[src/rtl/pcs_pkg.sv]
package pcs_pkg;
   typedef enum logic [2:0] {
      OP_IDLE = 3'd0,
      OP_ACT  = 3'd1,
      OP_RD   = 3'd2,
      OP_WR   = 3'd3,
      OP_CLSET = 3'd4,
      OP_ALSET = 3'd5
   } pcs_op_e;

   localparam int FIELD_W = 3;
   localparam int AL_LSB  = 3;   // additive latency field position
   localparam int CL_LSB  = 4;   // CAS latency field position
endpackage

[src/rtl/pcs_mode_regs.sv]
module pcs_mode_regs
   import pcs_pkg::*;
#(
   parameter int ADDR_W   = 13,
   parameter int AL_MAX   = 4,
   parameter int CL_MIN   = 3,
   parameter int CL_MAX   = 6,
   parameter int TRCD_MIN = 4
) (
   input  logic              clk,
   input  logic              rst_n,
   input  logic [2:0]        op,
   input  logic [ADDR_W-1:0] addr,
   input  logic              busy,
   output logic [2:0]        al_q,
   output logic [2:0]        cl_q,
   output logic              illegal_q,
   output logic              busy_q
);
   localparam int AL_CAP_I = (AL_MAX < TRCD_MIN) ? AL_MAX : TRCD_MIN;
   localparam logic [2:0] AL_LIM = 3'(AL_CAP_I);
   localparam logic [2:0] CL_LO  = 3'(CL_MIN);
   localparam logic [2:0] CL_HI  = 3'(CL_MAX);

   logic       is_al, is_cl, is_cfg, legal;
   logic [2:0] code;

   always_comb begin
      is_al  = (op == OP_ALSET);
      is_cl  = (op == OP_CLSET);
      is_cfg = is_al | is_cl;
      code   = is_al ? addr[AL_LSB +: FIELD_W] : addr[CL_LSB +: FIELD_W];
      legal  = is_al ? (code <= AL_LIM) : ((code >= CL_LO) && (code <= CL_HI));
   end

   always_ff @(posedge clk or negedge rst_n) begin
      if (!rst_n) begin
         al_q      <= 3'd0;
         cl_q      <= CL_LO;
         illegal_q <= 1'b0;
         busy_q    <= 1'b0;
      end else begin
         illegal_q <= is_cfg & ~legal;
         busy_q    <= is_cfg & busy;
         if (is_cfg && legal && !busy) begin
            if (is_al) al_q <= code;
            else       cl_q <= code;
         end
      end
   end

   a_r2_al_in_range: assert property (@(posedge clk) disable iff (!rst_n)
      al_q <= AL_LIM);
   a_r3_cl_in_range: assert property (@(posedge clk) disable iff (!rst_n)
      (cl_q >= CL_LO) && (cl_q <= CL_HI));
   a_r4_illegal_keeps_cfg: assert property (@(posedge clk) disable iff (!rst_n)
      (is_cfg && !legal) |=> ($stable(al_q) && $stable(cl_q)));
   a_r10_busy_keeps_cfg: assert property (@(posedge clk) disable iff (!rst_n)
      (is_cfg && busy) |=> ($stable(al_q) && $stable(cl_q)));
endmodule

[src/rtl/pcs_defer_pipe.sv]
module pcs_defer_pipe #(
   parameter int BANK_W = 2,
   parameter int ADDR_W = 13,
   parameter int DEPTH  = 12,
   parameter int WIN    = 2
) (
   input  logic              clk,
   input  logic              rst_n,
   input  logic              push,
   input  logic              push_wr,
   input  logic [BANK_W-1:0] push_bank,
   input  logic [ADDR_W-1:0] push_col,
   input  logic [2:0]        al,
   input  logic [2:0]        cl,
   output logic              iss_valid,
   output logic              iss_wr,
   output logic [BANK_W-1:0] iss_bank,
   output logic [ADDR_W-1:0] iss_col,
   output logic              rd_win,
   output logic              wr_win,
   output logic              busy
);
   logic [DEPTH-1:0]  v_q, w_q;
   logic [BANK_W-1:0] bk_q  [DEPTH];
   logic [ADDR_W-1:0] col_q [DEPTH];
   logic [4:0]        rl, wl, span;

   always_ff @(posedge clk or negedge rst_n) begin
      if (!rst_n) begin
         v_q <= '0;
         w_q <= '0;
      end else begin
         v_q <= {v_q[DEPTH-2:0], push};
         w_q <= {w_q[DEPTH-2:0], push_wr & push};
      end
   end

   always_ff @(posedge clk) begin
      for (int s = DEPTH - 1; s > 0; s--) begin
         bk_q[s]  <= bk_q[s-1];
         col_q[s] <= col_q[s-1];
      end
      bk_q[0]  <= push_bank;
      col_q[0] <= push_col;
   end

   always_comb begin
      rl        = 5'(al) + 5'(cl);
      wl        = rl - 5'd1;
      span      = rl + 5'(WIN);
      iss_valid = 1'b0;
      iss_wr    = 1'b0;
      iss_bank  = '0;
      iss_col   = '0;
      rd_win    = 1'b0;
      wr_win    = 1'b0;
      busy      = 1'b0;
      for (int s = 0; s < DEPTH; s++) begin
         if (5'(s) == 5'(al)) begin
            iss_valid = v_q[s];
            iss_wr    = w_q[s];
            iss_bank  = bk_q[s];
            iss_col   = col_q[s];
         end
         if (v_q[s] && !w_q[s] && (5'(s) >= rl) && (5'(s) < span))
            rd_win = 1'b1;
         if (v_q[s] && w_q[s] && (5'(s) >= wl) && (5'(s) < wl + 5'(WIN)))
            wr_win = 1'b1;
         if (v_q[s] && (5'(s) < span))
            busy = 1'b1;
      end
   end

   a_r5_al0_next_cycle: assert property (@(posedge clk) disable iff (!rst_n)
      (push && al == 3'd0) |=> iss_valid);

   generate
      if (WIN > 1) begin : g_win_chk
         a_r6_rd_window_pair: assert property (@(posedge clk) disable iff (!rst_n)
            $rose(rd_win) |=> rd_win);
      end
   endgenerate
endmodule

[src/rtl/pcs_act_timer.sv]
module pcs_act_timer #(
   parameter int BANKS    = 4,
   parameter int BANK_W   = 2,
   parameter int TRCD_MIN = 4
) (
   input  logic              clk,
   input  logic              rst_n,
   input  logic              act,
   input  logic              col_cmd,
   input  logic [BANK_W-1:0] bank,
   input  logic [2:0]        al,
   output logic              early_q
);
   localparam int CNT_W = $clog2(TRCD_MIN + 1);
   localparam logic [CNT_W-1:0] CAP = CNT_W'(TRCD_MIN);

   logic [CNT_W-1:0] cnt_all [BANKS];
   logic [CNT_W-1:0] sel;
   logic [5:0]       reach;

   generate
      for (genvar b = 0; b < BANKS; b++) begin : g_bank
         logic [CNT_W-1:0] cnt_q;
         always_ff @(posedge clk or negedge rst_n) begin
            if (!rst_n)                          cnt_q <= CAP;
            else if (act && bank == BANK_W'(b))  cnt_q <= CNT_W'(1);
            else if (cnt_q != CAP)               cnt_q <= cnt_q + 1'b1;
         end
         assign cnt_all[b] = cnt_q;
      end
   endgenerate

   always_comb begin
      sel   = cnt_all[bank];
      reach = 6'(sel) + 6'(al);
   end

   always_ff @(posedge clk or negedge rst_n) begin
      if (!rst_n) early_q <= 1'b0;
      else        early_q <= col_cmd && (reach < 6'(TRCD_MIN));
   end

   a_r9_settled_bank_ok: assert property (@(posedge clk) disable iff (!rst_n)
      (col_cmd && sel == CAP) |=> !early_q);
endmodule

[src/rtl/posted_cas_sched.sv]
module posted_cas_sched
   import pcs_pkg::*;
#(
   parameter int BANKS     = 4,
   parameter int ADDR_W    = 13,
   parameter int AL_MAX    = 4,
   parameter int CL_MIN    = 3,
   parameter int CL_MAX    = 6,
   parameter int TRCD_MIN  = 4,
   parameter int BURST_LEN = 4,
   localparam int BANK_W   = $clog2(BANKS)
) (
   input  logic              clk,
   input  logic              rst_n,
   input  logic [2:0]        cmd_op,
   input  logic [BANK_W-1:0] cmd_bank,
   input  logic [ADDR_W-1:0] cmd_addr,
   output logic              iss_valid,
   output logic              iss_write,
   output logic [BANK_W-1:0] iss_bank,
   output logic [ADDR_W-1:0] iss_col,
   output logic              rd_window,
   output logic              wr_window,
   output logic [2:0]        al_now,
   output logic [2:0]        cl_now,
   output logic              cfg_illegal,
   output logic              cfg_busy,
   output logic              rcd_early
);
   localparam int WIN   = BURST_LEN / 2;
   localparam int DEPTH = AL_MAX + CL_MAX + WIN;

   generate
      if (BURST_LEN != 4 && BURST_LEN != 8) begin : g_bad_bl
         $error("BURST_LEN must be 4 or 8");
      end
      if (AL_MAX > 7 || CL_MAX > 7 || CL_MIN < 1 || CL_MIN > CL_MAX) begin : g_bad_lat
         $error("latency limits out of range");
      end
      if (TRCD_MIN < 2 || TRCD_MIN > 31) begin : g_bad_rcd
         $error("TRCD_MIN out of range");
      end
      if ((1 << BANK_W) != BANKS) begin : g_bad_banks
         $error("BANKS must be a power of two");
      end
      if (ADDR_W < 7 || DEPTH > 31) begin : g_bad_width
         $error("address too narrow or pipeline too deep");
      end
   endgenerate

   logic is_col, is_wr, is_act, pipe_busy;

   always_comb begin
      is_wr  = (cmd_op == OP_WR);
      is_col = (cmd_op == OP_RD) | is_wr;
      is_act = (cmd_op == OP_ACT);
   end

   pcs_mode_regs #(
      .ADDR_W(ADDR_W), .AL_MAX(AL_MAX), .CL_MIN(CL_MIN),
      .CL_MAX(CL_MAX), .TRCD_MIN(TRCD_MIN)
   ) u_mode (
      .clk(clk), .rst_n(rst_n), .op(cmd_op), .addr(cmd_addr), .busy(pipe_busy),
      .al_q(al_now), .cl_q(cl_now), .illegal_q(cfg_illegal), .busy_q(cfg_busy)
   );

   pcs_defer_pipe #(
      .BANK_W(BANK_W), .ADDR_W(ADDR_W), .DEPTH(DEPTH), .WIN(WIN)
   ) u_pipe (
      .clk(clk), .rst_n(rst_n), .push(is_col), .push_wr(is_wr),
      .push_bank(cmd_bank), .push_col(cmd_addr), .al(al_now), .cl(cl_now),
      .iss_valid(iss_valid), .iss_wr(iss_write), .iss_bank(iss_bank),
      .iss_col(iss_col), .rd_win(rd_window), .wr_win(wr_window), .busy(pipe_busy)
   );

   pcs_act_timer #(
      .BANKS(BANKS), .BANK_W(BANK_W), .TRCD_MIN(TRCD_MIN)
   ) u_rcd (
      .clk(clk), .rst_n(rst_n), .act(is_act), .col_cmd(is_col),
      .bank(cmd_bank), .al(al_now), .early_q(rcd_early)
   );
endmodule

[config.mk]
export PLATFORM = sky130hd
export DESIGN_NAME = posted_cas_sched
export DESIGN_NICKNAME = d
export VERILOG_FILES = /design/src/rtl/pcs_pkg.sv /design/src/rtl/pcs_mode_regs.sv /design/src/rtl/pcs_defer_pipe.sv /design/src/rtl/pcs_act_timer.sv /design/src/rtl/posted_cas_sched.sv
export SDC_FILE = /design/constraint.sdc
export NUM_CORES = 1
export LEC_CHECK = 0
export BUFFER_PORTS_ARGS = -buffer_cell sky130_fd_sc_hd__buf_2
export CORE_MARGIN = 2
export CORE_UTILIZATION = 59
export DETAILED_ROUTE_END_ITERATION = 7
export GPL_TIMING_DRIVEN = 0
export PLACE_DENSITY = 0.84
export SETUP_SLACK_MARGIN = 0.1
export SYNTH_ARGS = -nofsm -noshare
export SYNTH_HDL_FRONTEND = slang
export SYNTH_SLANG_ARGS = --single-unit
[constraint.sdc]
create_clock -name clk -period 4.5 [get_ports clk]
set_clock_uncertainty 0.2 [all_clocks]
set_input_delay 0.225 -clock clk [delete_from_list [all_inputs] [get_ports clk]]
set_output_delay 0.225 -clock clk [all_outputs]
set_load 0.1 [all_outputs]
Word-level counts from Yosys, hierarchy flattened

Memory sizes are Yosys's and may differ from the RTL's.
Index checks and enable logic that the tools add are counted.

Register bits: 45
Latch bits: 0
Bits in writable memories: 180
ROM bits: 0
Input port bits: 20
Output and inout port bits: 28
Memories kept: 2

$add $sub $neg: 9
Multipliers: 0
Divide/modulo/power cells: 0
Order comparisons: 53
Equality and inequality tests: 19
Shift-type cells: 0
Muxes and demuxes: 81
Bitwise logic cells: 8
Reductions and logical operators: 113

Memories:

| memory       | words | width | rd ports | clocked after memory_dff | wr ports | line                 | text |
|---|---|---|---|---|---|---|---|
| u_pipe.col_q | 12    | 13    | 11       | 0                        | 12       | pcs_defer_pipe.sv:25 | `logic [ADDR_W-1:0] col_q [DEPTH];` |
| u_pipe.bk_q  | 12    | 2     | 11       | 0                        | 12       | pcs_defer_pipe.sv:24 | `logic [BANK_W-1:0] bk_q [DEPTH];` |

Operator list:

| cell                                                             | count |
|---|---|
| two-way mux 13 bit                                               | 8 |
| logical AND 1 bit                                                | 92 |
| two-way mux 1 bit                                                | 53 |
| greater-or-equal comparator 3 x 5 -> 1 bit, first input constant | 8 |
| greater-or-equal comparator 4 x 5 -> 1 bit, first input constant | 8 |
| less-than comparator 3 x 5 -> 1 bit, first input constant        | 8 |
| less-than comparator 4 x 5 -> 1 bit, first input constant        | 8 |
| two-way mux 3 bit                                                | 11 |
| greater-or-equal comparator 1 x 5 -> 1 bit, first input constant | 4 |
| greater-or-equal comparator 2 x 5 -> 1 bit, first input constant | 4 |
| less-than comparator 1 x 5 -> 1 bit, first input constant        | 4 |
| less-than comparator 2 x 5 -> 1 bit, first input constant        | 4 |
| two-way mux 2 bit                                                | 8 |
| logical NOT 1 bit                                                | 13 |
| adder 3 x 1 -> 3 bit, second input constant                      | 4 |
| equality test 3 bit, first input constant                        | 4 |
| inequality test 3 bit, second input constant                     | 4 |
| adder 5 x 2 -> 5 bit, second input constant                      | 2 |
| adder 3 x 3 -> 4 bit                                             | 2 |
| nonzero test 2 bit                                               | 4 |
| binary-select mux 3 bit (select 2 bit)                           | 1 |
| equality test 2 x 3 -> 1 bit, first input constant               | 2 |
| equality test 3 x 2 -> 1 bit, second input constant              | 2 |
| equality test 3 bit, second input constant                       | 2 |
| 16 further kinds                                                 | 23 |

Logic depth before layout (Yosys ltp)

Gate-level depths: netlist of run 1.

Depth in word-level cells: 19
Gate-level depth with buffers: 16

Modules after synthesis

Synthesis of run 1 repeated with hierarchy kept, for this count alone.

Cells, all modules: 628
Area total of the unflattened synthesis: 6,617.6 um^2

Modules (own cells, without submodules):

| module           | times used | cells an instance | area each (um^2) | sequential area each (um^2) |
|---|---|---|---|---|
| pcs_defer_pipe   | 1          | 497               | 5,366.4          | 3,002.9 |
| pcs_act_timer    | 1          | 87                | 820.8            | 330.3 |
| pcs_mode_regs    | 1          | 41                | 404.1            | 202.7 |
| posted_cas_sched | 1          | 3                 | 26.3             | 0.0 |

Worst setup path after synthesis of run 1

No wires, ideal clock.

Path type: reg2out
Start point: register u_mode.al_q[0]
End point: output rd_window
Data arrival time: 5,517 ps
Required time: 4,075 ps
Slack: -1,442 ps
Cell stages (with the launch flop): 15
Buffers on the path: 1
Cell sequence: dfrtp_1 -> ha_1 -> fa_1 -> buf_2 -> xnor2_2 -> inv_2 -> ha_1 -> inv_1 -> ha_1 -> inv_1 -> o211ai_4 -> o21ai_1 -> o32a_1 -> o311a_1 -> o21ai_0

Cells in the longest elaborated chain, start to end: 16
Elaborated cells on any way between the ends: 62
Those cells by class: add/sub: 2; order compare: 24; mux: 12; reduce/logical: 24

RTL lines:

| element                                                                            | line                                       | text |
|---|---|---|
| start: declaration                                                                 | pcs_mode_regs.sv:15                        | `output logic [2:0] al_q,` |
| start signal: assignment                                                           | pcs_mode_regs.sv:46                        | `if (is_al) al_q <= code;` |
| adder 3 x 3 -> 4 bit *                                                             | pcs_defer_pipe.sv:48                       | `rl = 5'(al) + 5'(cl);` |
| adder 5 x 2 -> 5 bit or greater-or-equal comparator 1 x 5 -> 1 bit (tied branches) | pcs_defer_pipe.sv:50, pcs_defer_pipe.sv:65 |  |
| less-than comparator 1 x 5 -> 1 bit or logical AND 1 bit (tied branches)           | pcs_defer_pipe.sv:65                       | `if (v_q[s] && !w_q[s] && (5'(s) >= rl) && (5'(s) < span))` |
| logical AND 1 bit                                                                  | pcs_defer_pipe.sv:65                       |  |
| two-way mux 1 bit (11 in series)                                                   | pcs_defer_pipe.sv:65                       |  |
| two-way mux 1 bit *                                                                | pcs_defer_pipe.sv:65                       |  |
| end: declaration                                                                   | posted_cas_sched.sv:22                     | `output logic rd_window,` |

Every way passes the cells marked *; elsewhere a longest branch is shown, timed or not.

Final worst setup path of run 1

Start point: register u_mode.cl_q[0]
End point: output wr_window

Cells in the longest elaborated chain, start to end: 17
Elaborated cells on any way between the ends: 63
Those cells by class: add/sub: 3; order compare: 24; mux: 12; reduce/logical: 24

RTL lines:

| element                                                                            | line                   | text |
|---|---|---|
| start: declaration                                                                 | pcs_mode_regs.sv:16    | `output logic [2:0] cl_q,` |
| start signal: assignment                                                           | pcs_mode_regs.sv:47    | `else cl_q <= code;` |
| adder 3 x 3 -> 4 bit *                                                             | pcs_defer_pipe.sv:48   |  |
| subtractor 5 x 1 -> 5 bit *                                                        | pcs_defer_pipe.sv:49   | `wl = rl - 5'd1;` |
| adder 5 x 2 -> 5 bit or greater-or-equal comparator 1 x 5 -> 1 bit (tied branches) | pcs_defer_pipe.sv:67   | `if (v_q[s] && w_q[s] && (5'(s) >= wl) && (5'(s) < wl + 5'(WIN)))` |
| less-than comparator 1 x 5 -> 1 bit or logical AND 1 bit (tied branches)           | pcs_defer_pipe.sv:67   |  |
| logical AND 1 bit                                                                  | pcs_defer_pipe.sv:67   |  |
| two-way mux 1 bit (11 in series)                                                   | pcs_defer_pipe.sv:67   |  |
| two-way mux 1 bit *                                                                | pcs_defer_pipe.sv:67   |  |
| end: declaration                                                                   | posted_cas_sched.sv:23 | `output logic wr_window,` |

Marked as above.

==> metrics.yaml, run 1 <==
finalNetCount: 794
synthDominantCellAreaShare: 0.363
wl_met3_um: 1440
drt-vias-per-instance: 6.13
timing.max_cap.violations: 0
initial_antenna_violation_count: 0
yosys_warnings: 0
critical_path.cell_chain: "ha_4, fa_2, buf_4, ha_4, and3_1, a2111o_1, a221oi_4, buf_4, a2bb2oi_2, o211ai_1, buf_6"
site_row_count: 38
setup_viol_count_final: 0
syn_avg_cell_area_um2: 10.4
register_clock_pin_slew_on_the_reported_worst_setup_and_hold_paths_ns: 0.07
final_max_slew_violation_count: 0
worst-path-max-fanout: 10
clock_tree.root_cell: "sky130_fd_sc_hd__clkbuf_8"
cts_tree: "done"
top_layer_used: "met4"
synth.cell_area_um2: 6620
vias: 5484
unrepaired_setup_endpoints_after_global_routing: "yes"
finalHoldViolCount: 0
syn2layout_area_growth_pct: 24.3
timing.critical_path.from: "u_mode.cl_q[0]$_DFFE_PN1P_"
antennaDiodeCount: 0
critPathKind: "reg -> out"
die_y_um: 110
synth_seq_cells: 165
met2_length_um: 8080
critical_path_required_ns: 4.07
grt_overflow_total: 0
critPathArrivalTime_ns: 3.95
crit_path_end_kind: "output pin"
dp.final_hpwl_um: 11100
detailedRoute.firstIterationViolations: 567
synth_fp_nets: 687
grt_pass1_vias: 5386
seq_area_frac_synth: 0.534
cp_slowest_stage_delay_ns: 0.63
startpoint_type: "flip-flop"
end_of_the_critical_path: "wr_window"
max_slew.worst_pin.slew_ns: 0.970
worst_path_dominant_cell_family: "compound AO/OA/AOI/OAI gates"
synth-edff-count: 0
start_util: 0.608
ys_top_cells_by_count: "120 x sky130_fd_sc_hd__dfxtp_1, 87 x sky130_fd_sc_hd__nand2_1, 44 x sky130_fd_sc_hd__nor2_1"
worst_skew_pair.late_latency_ns: 0.55
tritoncts.num_buffers: 17
grt_start_max_net_pins: 46
regToRegSetupSlack_ns: 0.51
antenna_left: 0
cp.buffers_inverters: 3
achievable-frequency_mhz: 229
floorplan.io_pins: 48
core_um2: 10900
synth_top_area_cells: "sky130_fd_sc_hd__dfxtp_1 36%, sky130_fd_sc_hd__dfrtp_1 15%, sky130_fd_sc_hd__ha_1 6.1%"
drt-met1-wl_um: 6930
ys.flop_type: "sky130_fd_sc_hd__dfxtp_1"
cell_depth_of_the_worst_setup_path: 11
cpMaxStageDelayCell: "sky130_fd_sc_hd__dfstp_4"
tns_ns: 0
htreeDepth: 4
slew_headroom: 0.353
maximum_number_of_buffers_from_clock_root_to_sink: 2
synth_area_leader_cell: "sky130_fd_sc_hd__dfxtp_1"
routedWlPerCell_um: 19.0
layout-drive-gt1-share: 0.229
async_set_or_reset_flop_fraction_in_the_synthesized_netlist: 0.273
floorplan.die.width_um: 110
first_pass_grt_wire_length_um: 26600
regToRegEndpoint: "u_mode.cl_q[2]$_DFFE_PN0P_"
yosys.cell_count.top_type: "sky130_fd_sc_hd__dfxtp_1"
total_die_area_um2: 12100
netlist-cell-type-count: 74
pre_repair_dr_iteration_count: 7
gp_routability_congestion: 1.02
status: "complete, no violations"
r2r.worst_path.cells: 15
globalRouteTotalUtil: 0.293
crit_reg_reg_startpoint: "u_mode.al_q[0]$_DFFE_PN0P_"
cts.sinks: 165
port_buffers: 47
drc_errors: 0
holdCritPathClass: "in -> reg"
final_min_period_over_clock_period: 0.972
shortest_period_the_worst_path_allows_ns: 4.37
syn_inst: 634
postRouteWirelength_um: 17000
==> cell families after synthesis <==
| family | count (synthesis) | share of synthesized area |
|---|---|---|
| and+or+nand+nor | 189 | 0.130 |
| DFF | 165 | 0.534 |
| AOI/OAI and AO/OA | 158 | 0.169 |
| buffers and inverters | 52 | 0.0318 |
| adders and majority gates | 33 | 0.0635 |
| muxes | 31 | 0.0620 |
| xor gates and xnor gates | 6 | 0.00908 |
==> worst reg2reg max path: cells and delay by family, from the launching register on <==
family                     cells  cell delay, ns
adders and majority gates      4            1.02
AOI/OAI and AO/OA              3            0.75
DFF                            1            0.50
buffers and inverters          4            0.46
muxes                          1            0.37
and+or+nand+nor                2            0.36
xor gates and xnor gates       1            0.21
==> through the flow <==
stage	area [um2]	setup slack (ns)	utilization	cells	hold WS (ns)
after detailed placement	7100	-0.172	0.652	821	0.129
final	8220	0.128	0.755	894	0.112
after floorplan	6690	-0.309	-	634	-0.271
after global routing	8220	-0.00464	0.755	894	0.114
after CTS	8120	0.0782	0.746	889	0.0953
after global placement	7100	-0.115	0.652	821	0.127
==> layout make-up <==
| type | instances | area (um2) |
|---|---|---|
| Clock buffer | 20 | 467 |
| Timing Repair Buffer | 89 | 626 |
| Fill cell | 706 | 2670 |
| Buffer | 29 | 165 |
| Inverter | 22 | 91.3 |
| Sequential cell | 165 | 3550 |
| Clock inverter | 12 | 104 |
| Tap cell | 140 | 175 |
| Multi-Input combinational cell | 417 | 3050 |
==> registers in the layout, indices dropped and copies added (netlist names) <==
register / cells
u_mode.al_q: 3
u_mode.busy_q: 1
u_mode.cl_q: 3
u_mode.illegal_q: 1
u_pipe.bk_q: 16
u_pipe.col_q: 104
u_pipe.v_q: 12
u_pipe.w_q: 12
u_rcd.early_q: 1
u_rcd.g_bank.cnt_q: 12
==> metal layers <==
layer | track usage | vias up
met5 | 0 | -
met4 | 0.147 | 0
met3 | 0.0504 | 61
met2 | 0.466 | 325
met1 | 0.386 | 2611
li1 | - | 2487
==> what timing repair did <==
item	CTS	global route
hold buffers	20	0
resized for setup	27	20
buffers inserted	16	6
setup endpoints to repair	2	2
pin swaps	11	19
endpoints found under the hold margin	76	0
==> cell usage in the layout (no fill, tap or decap), types with 9 or more instances in the layout <==
cell	count
sky130_fd_sc_hd__a31oi_1	9
sky130_fd_sc_hd__inv_1	14
sky130_fd_sc_hd__nor2_1	43
sky130_fd_sc_hd__dfxtp_1	120
sky130_fd_sc_hd__dlygate4sd3_1	20
sky130_fd_sc_hd__clkbuf_1	15
sky130_fd_sc_hd__ha_1	25
sky130_fd_sc_hd__nand3_1	11
sky130_fd_sc_hd__dfrtp_1	35
sky130_fd_sc_hd__buf_4	23
sky130_fd_sc_hd__a21oi_1	30
sky130_fd_sc_hd__mux2i_1	14
sky130_fd_sc_hd__o221ai_1	14
sky130_fd_sc_hd__clkbuf_16	17
sky130_fd_sc_hd__a22o_1	13
sky130_fd_sc_hd__nand2_1	86
sky130_fd_sc_hd__buf_2	45
sky130_fd_sc_hd__o21ai_0	32
==> how the worst min path moves through the flow <==
stage,startpoint,end,slack [ns],depth (start not counted)
floorplan,rst_n,u_mode.al_q[1]$_DFFE_PN0P_,-0.27,0
global placement,cmd_addr[8],u_pipe.col_q[0][8]$_DFF_P_,0.13,1
detailed placement,cmd_addr[9],u_pipe.col_q[0][9]$_DFF_P_,0.13,1
CTS,cmd_addr[1],u_pipe.col_q[0][1]$_DFF_P_,0.1,2
global route,cmd_addr[11],u_pipe.col_q[0][11]$_DFF_P_,0.11,2
finish,cmd_addr[0],u_pipe.col_q[0][0]$_DFF_P_,0.11,2
Power of run 1 is left out: the tool's default activity adds up to more than one toggle a clock period on the data nets, which glitch-free logic cannot reach.
==> run 2: changes to the inputs <==
- CTS_CLUSTER_SIZE: not set -> 30
- HOLD_SLACK_MARGIN: not set -> 0.15
==> run 2 against run 1 <==
Compared with the run above:
- die area is the same
- sequential share of layout area fell by 0.94 points
- setup slack got worse by 0.026 ns
- global-route usage rose by 0.87 points
- cell count increased by 2.0%
- non-clock buffer count grew 18
- first-iteration DRC count increased by 9.2%
- count of clock-buffer cells in the layout unchanged
- utilization rose by 1.7 points
- critical path type unchanged
- critical endpoint unchanged
- highest routed layer unchanged
==> metrics.yaml, run 2 (synthesized netlist as in run 1, its figures left out) <==
status: "complete, no violations"
clock_tree.root_cell: "sky130_fd_sc_hd__clkbuf_8"
cts.sinks: 165
post_layout_nonfiller_instances: 912
site_row_count: 38
dp_cells: 821
drc_errors: 0
shortest_period_the_worst_path_allows_ns: 4.40
final_max_slew_violation_count: 0
initial_antenna_violation_count: 0
htreeDepth: 4
dp.final_hpwl_um: 11100
cts_tree: "done"
maximum_number_of_buffers_from_clock_root_to_sink: 2
pre_repair_dr_iteration_count: 5
tns_ns: 0
globalRouteTotalUtil: 0.302
crit_reg_reg_startpoint: "u_mode.al_q[0]$_DFFE_PN0P_"
gp_routability_congestion: 1.02
timing.critical_path.from: "u_mode.al_q[0]$_DFFE_PN0P_"
port_buffers: 47
timing.max_cap.violations: 0
total_die_area_um2: 12100
floorplan.die.width_um: 110
setup_viol_count_final: 0
floorplan.io_pins: 48
antennaDiodeCount: 0
postRouteWirelength_um: 17500
worst-path-max-fanout: 9
unrepaired_setup_endpoints_after_global_routing: "yes"
grt_pass1_vias: 5443
core_um2: 10900
critPathKind: "reg -> out"
max_slew.worst_pin.slew_ns: 0.971
grt_overflow_total: 0
holdCritPathClass: "reg -> reg"
layout_common_cells: "120 x sky130_fd_sc_hd__dfxtp_1, 86 x sky130_fd_sc_hd__nand2_1, 45 x sky130_fd_sc_hd__buf_2"
slew_headroom: 0.353
layout.filler_cells: 663
largest_register: "u_pipe.col_q"
syn2layout_area_growth_pct: 27.0
critPathArrivalTime_ns: 3.97
routedWlPerCell_um: 19.2
layout-drive-gt1-share: 0.224
antenna_left: 0
achievable-frequency_mhz: 227
grt_start_max_net_pins: 46
largest_regs: "u_pipe.col_q x104, u_pipe.bk_q x16"
drt-vias-per-instance: 6.10
finalHoldViolCount: 0
worst_hold_startpoint: "u_pipe.bk_q[6][1]$_DFF_P_"
finalNetCount: 812
first_pass_grt_wire_length_um: 27200
worst_skew_pair.late_latency_ns: 0.55
critical_path_required_ns: 4.07
die_y_um: 110
register_clock_pin_slew_on_the_reported_worst_setup_and_hold_paths_ns: 0.07
tritoncts.num_buffers: 17
final_min_period_over_clock_period: 0.977
startpoint_type: "flip-flop"
detailedRoute.firstIterationViolations: 619
fin_util: 0.772
final_common_cell: "sky130_fd_sc_hd__dfxtp_1"
largest_register_ff_count: 104
vias: 5563
crit_path_end_kind: "output pin"
start_util: 0.608
-- run 2: changes by cell type in the layout (fill, tap and decap cells not counted), sizes merged --
| cell | previous run | this run |
|---|---|---|
| buf | 83 | 84 |
| dlygate4sd3 | 20 | 37 |
-- run 2: final cells by class --
class	instances	area [um2]	share of cell area
Multi-Input combinational cell	417	3050	0.363
Tap cell	140	175	0.0208
Inverter	22	91.3	0.0109
Sequential cell	165	3550	0.422
Clock buffer	20	467	0.0555
Buffer	29	165	0.0196
Timing Repair Buffer	107	803	0.0956
Clock inverter	12	104	0.0124
-- run 2: worst paths after layout --
path                                                              to  depth (start not counted)  slack [ns]
max in group asynchronous                 u_mode.al_q[0]$_DFFE_PN0P_                          2        3.21
worst min register to register             u_pipe.bk_q[7][1]$_DFF_P_                          0        0.15
min in group asynchronous       u_rcd.g_bank[2].cnt_q[0]$_DFFE_PN0P_                          2        0.18
worst max-delay path                                       wr_window                         13        0.10
worst min-delay path                       u_pipe.bk_q[7][1]$_DFF_P_                          0        0.15
worst max register to register            u_mode.cl_q[2]$_DFFE_PN0P_                         15        0.47
-- run 2: timing repair --
item,CTS,global route
resized for setup,27,20
hold endpoints to repair,88,0
hold buffers,37,0
endpoints found under the setup margin,2,2
buffers inserted,16,7
pin swaps,11,18
-- run 2: stage by stage --
| step | setup slack [ns] | instance area, um2 | hold slack, ns |
|---|---|---|---|
| after floorplan | -0.309 | 6690 | -0.271 |
| after global placement | -0.115 | 7100 | 0.127 |
| after detailed placement | -0.172 | 7100 | 0.129 |
| after CTS | 0.0782 | 8290 | 0.150 |
| after global routing | -0.0158 | 8410 | 0.152 |
| final | 0.102 | 8410 | 0.146 |
-- run 2: critical path, cell delays in order (launching register included) --
cell	delay (ns)
sky130_fd_sc_hd__dfrtp_4	0.51
sky130_fd_sc_hd__ha_4	0.18
sky130_fd_sc_hd__fa_2	0.57
sky130_fd_sc_hd__inv_4	0.05
sky130_fd_sc_hd__buf_4	0.16
sky130_fd_sc_hd__ha_1	0.20
sky130_fd_sc_hd__a21bo_4	0.22
sky130_fd_sc_hd__nor3_4	0.07
sky130_fd_sc_hd__a2111o_1	0.40
sky130_fd_sc_hd__a221oi_4	0.40
sky130_fd_sc_hd__buf_4	0.19
sky130_fd_sc_hd__a2bb2oi_2	0.14
sky130_fd_sc_hd__o211ai_1	0.13
sky130_fd_sc_hd__buf_6	0.21
-- run 2: layer usage --
metal | up-vias | track usage | share of wire
met1 | 2675 | 0.387 | 0.40
li1 | 2524 | - | -
met3 | 61 | 0.0587 | 0.083
met2 | 303 | 0.491 | 0.48
met4 | 0 | 0.145 | 0.032
met5 | - | 0 | 0
Power of run 2 is left out for the same reason.
==> run 3: changes to the inputs <==
- CORE_UTILIZATION: 59 -> 62
- CTS_BUF_LIST: not set -> sky130_fd_sc_hd__clkbuf_2
- PLACE_DENSITY: 0.84 -> 0.88
==> run 3 against run 2 <==
Compared with the run above:
- the run now ends with setup timing left
- non-clock buffer count grew 43
- hold slack gained 0.0014 ns
- cell count grew 4.4%
- maximum frequency shrank 6.9%
- register-to-register slack lost 0.66 ns
- design area grew 2.5%
- critical path type unchanged
- largest cell class unchanged
==> metrics.yaml, run 3 (synthesized netlist as in run 1, its figures left out) <==
status: "finished with violations"
failed_checks: "setup timing"
worst_hold_startpoint: "u_pipe.col_q[2][4]$_DFF_P_"
gp_routability_congestion: 0.953
floorplan.io_pins: 48
largest_register_ff_count: 104
final_max_slew_violation_count: 0
critPathKind: "reg -> out"
cts_tree: "done"
worst_skew_pair.late_latency_ns: 0.73
critical_path_required_ns: 4.07
first_pass_grt_wire_length_um: 29900
shortest_period_the_worst_path_allows_ns: 4.72
largest_regs: "u_pipe.col_q x104, u_pipe.bk_q x16"
site_row_count: 37
fin_util: 0.835
grt_start_max_net_pins: 40
postRouteWirelength_um: 20200
antenna_left: 0
worst-path-max-fanout: 4
timing.max_cap.violations: 0
vias: 6102
cts.sinks: 165
port_buffers: 47
gr-max-usage-layer: "met2"
grt_pass1_vias: 5835
drc_errors: 0
tns_ns: -1.29
timing.critical_path.from: "u_mode.al_q[0]$_DFFE_PN0P_"
max_slew.worst_pin.slew_ns: 0.851
dp.final_hpwl_um: 11300
cpMaxStageDelayCell: "sky130_fd_sc_hd__dfrtp_4"
drt-vias-per-instance: 6.41
worst_path_setup_slack_after_routing_ns: -0.224
htreeDepth: 4
finalNetCount: 855
clock_tree.root_cell: "sky130_fd_sc_hd__clkbuf_2"
globalRouteMet2Util: 0.568
critPathArrivalTime_ns: 4.30
floorplan.die.width_um: 107
core_um2: 10300
start_util: 0.641
total_die_area_um2: 11500
critical-path-top-cell-by-count: "sky130_fd_sc_hd__buf_6"
crit_path_end_kind: "output pin"
final_common_cell: "sky130_fd_sc_hd__dfxtp_1"
layout_common_cells: "120 x sky130_fd_sc_hd__dfxtp_1, 87 x sky130_fd_sc_hd__nand2_1, 53 x sky130_fd_sc_hd__dlygate4sd3_1"
holdCritPathClass: "reg -> reg"
die_y_um: 107
detailedRoute.firstIterationViolations: 777
setup_viol_count_final: 8
grt_overflow_total: 0
dp_slack_ns: -0.164
critical_path.cell_chain: "ha_4, fa_2, buf_6, xnor2_4, buf_8, ha_4, buf_6, a21boi_4, a21oi_4, a2111o_1, a221oi_4, o21ai_1, a2bb2oi_1, o211ai_1, buf_6"
syn2layout_area_growth_pct: 30.3
startpoint_type: "flip-flop"
unrepaired_setup_endpoints_after_global_routing: "yes"
slew_headroom: 0.432
achievable-frequency_mhz: 212
grt_util_met3: 0.0630
cp.buffers_inverters: 4
cp_slowest_stage_delay_ns: 0.58
final_min_period_over_clock_period: 1.05
worst_path_dominant_cell_family: "compound AO/OA/AOI/OAI gates"
routedWlPerCell_um: 21.2
largest_register: "u_pipe.col_q"
maximum_number_of_buffers_from_clock_root_to_sink: 2
crit_reg_reg_startpoint: "u_mode.al_q[0]$_DFFE_PN0P_"
finalHoldViolCount: 0
layout-drive-gt1-share: 0.260
tritoncts.num_buffers: 17
globalRouteTotalUtil: 0.343
initial_antenna_violation_count: 1
pre_repair_dr_iteration_count: 8
grt.met1_usage: 0.431
register_clock_pin_slew_on_the_reported_worst_setup_and_hold_paths_ns: 0.28
[run 3: cell count changes in the layout (fill, tap and decap cells not counted), sizes merged]
cell         delta
diode           +1
clkinv          +2
clkinvlp        -2
clkbuf          -2
buf            +26
inv             +3
dlygate4sd3    +16
[run 3: final timing paths]
path                       depth (start not counted)                          to  slack, ns
hold / removal                                     0  u_pipe.col_q[3][4]$_DFF_P_       0.15
min in group asynchronous                          3  u_mode.cl_q[1]$_DFFE_PN1P_       0.40
setup reg to reg                                  23  u_mode.al_q[2]$_DFFE_PN0P_      -0.19
hold reg to reg                                    0  u_pipe.col_q[3][4]$_DFF_P_       0.15
setup / recovery                                  15                   wr_window      -0.22
max in group asynchronous                          4  u_mode.al_q[2]$_DFFE_PN0P_       3.44
[run 3: timing repair]
item | 4_1_cts | 5_1_grt
endpoints found under the hold margin | 86 | 10
endpoints found under the setup margin | 2 | 8
resized for setup | 49 | 32
hold buffers | 44 | 10
pin swaps | 19 | 26
buffers inserted | 37 | 12
[run 3: cell type report]
cell class	count	area [um2]
sequential	165	3550
fill	527	1700
multi-input combinational	417	3180
timing repair buffer	149	1200
buffer	30	178
antenna	1	2.50
tap	136	170
inverter	22	98.8
clock inverter	15	156
clock buffer	17	85.1
[run 3: worst reg2reg max path: cells and delay by family (launching register included)]
family / cells / cell delay [ns]
adders and majority gates: 4 / 0.88
AOI/OAI and AO/OA: 3 / 0.87
xor gates and xnor gates: 1 / 0.21
muxes: 1 / 0.34
and+or+nand+nor: 2 / 0.34
buffers and inverters: 12 / 1.20
DFF: 1 / 0.58
[run 3: metrics by stage]
step | hold WS [ns] | area [um2] | cells
6_report | 0.148 | 8620 | 952
3_5_place_dp | 0.129 | 7100 | 817
5_1_grt | 0.160 | 8620 | 952
3_3_place_gp | 0.128 | 7100 | 817
4_1_cts | 0.150 | 8290 | 930
2_1_floorplan | -0.271 | 6690 | 634
[run 3: metal layers]
metal	up-vias	routed length (um)
met5	-	0
met4	0	1020
met3	116	1890
met2	470	9680
met1	2907	7570
li1	2609	-
Power of run 3 is left out for the same reason.
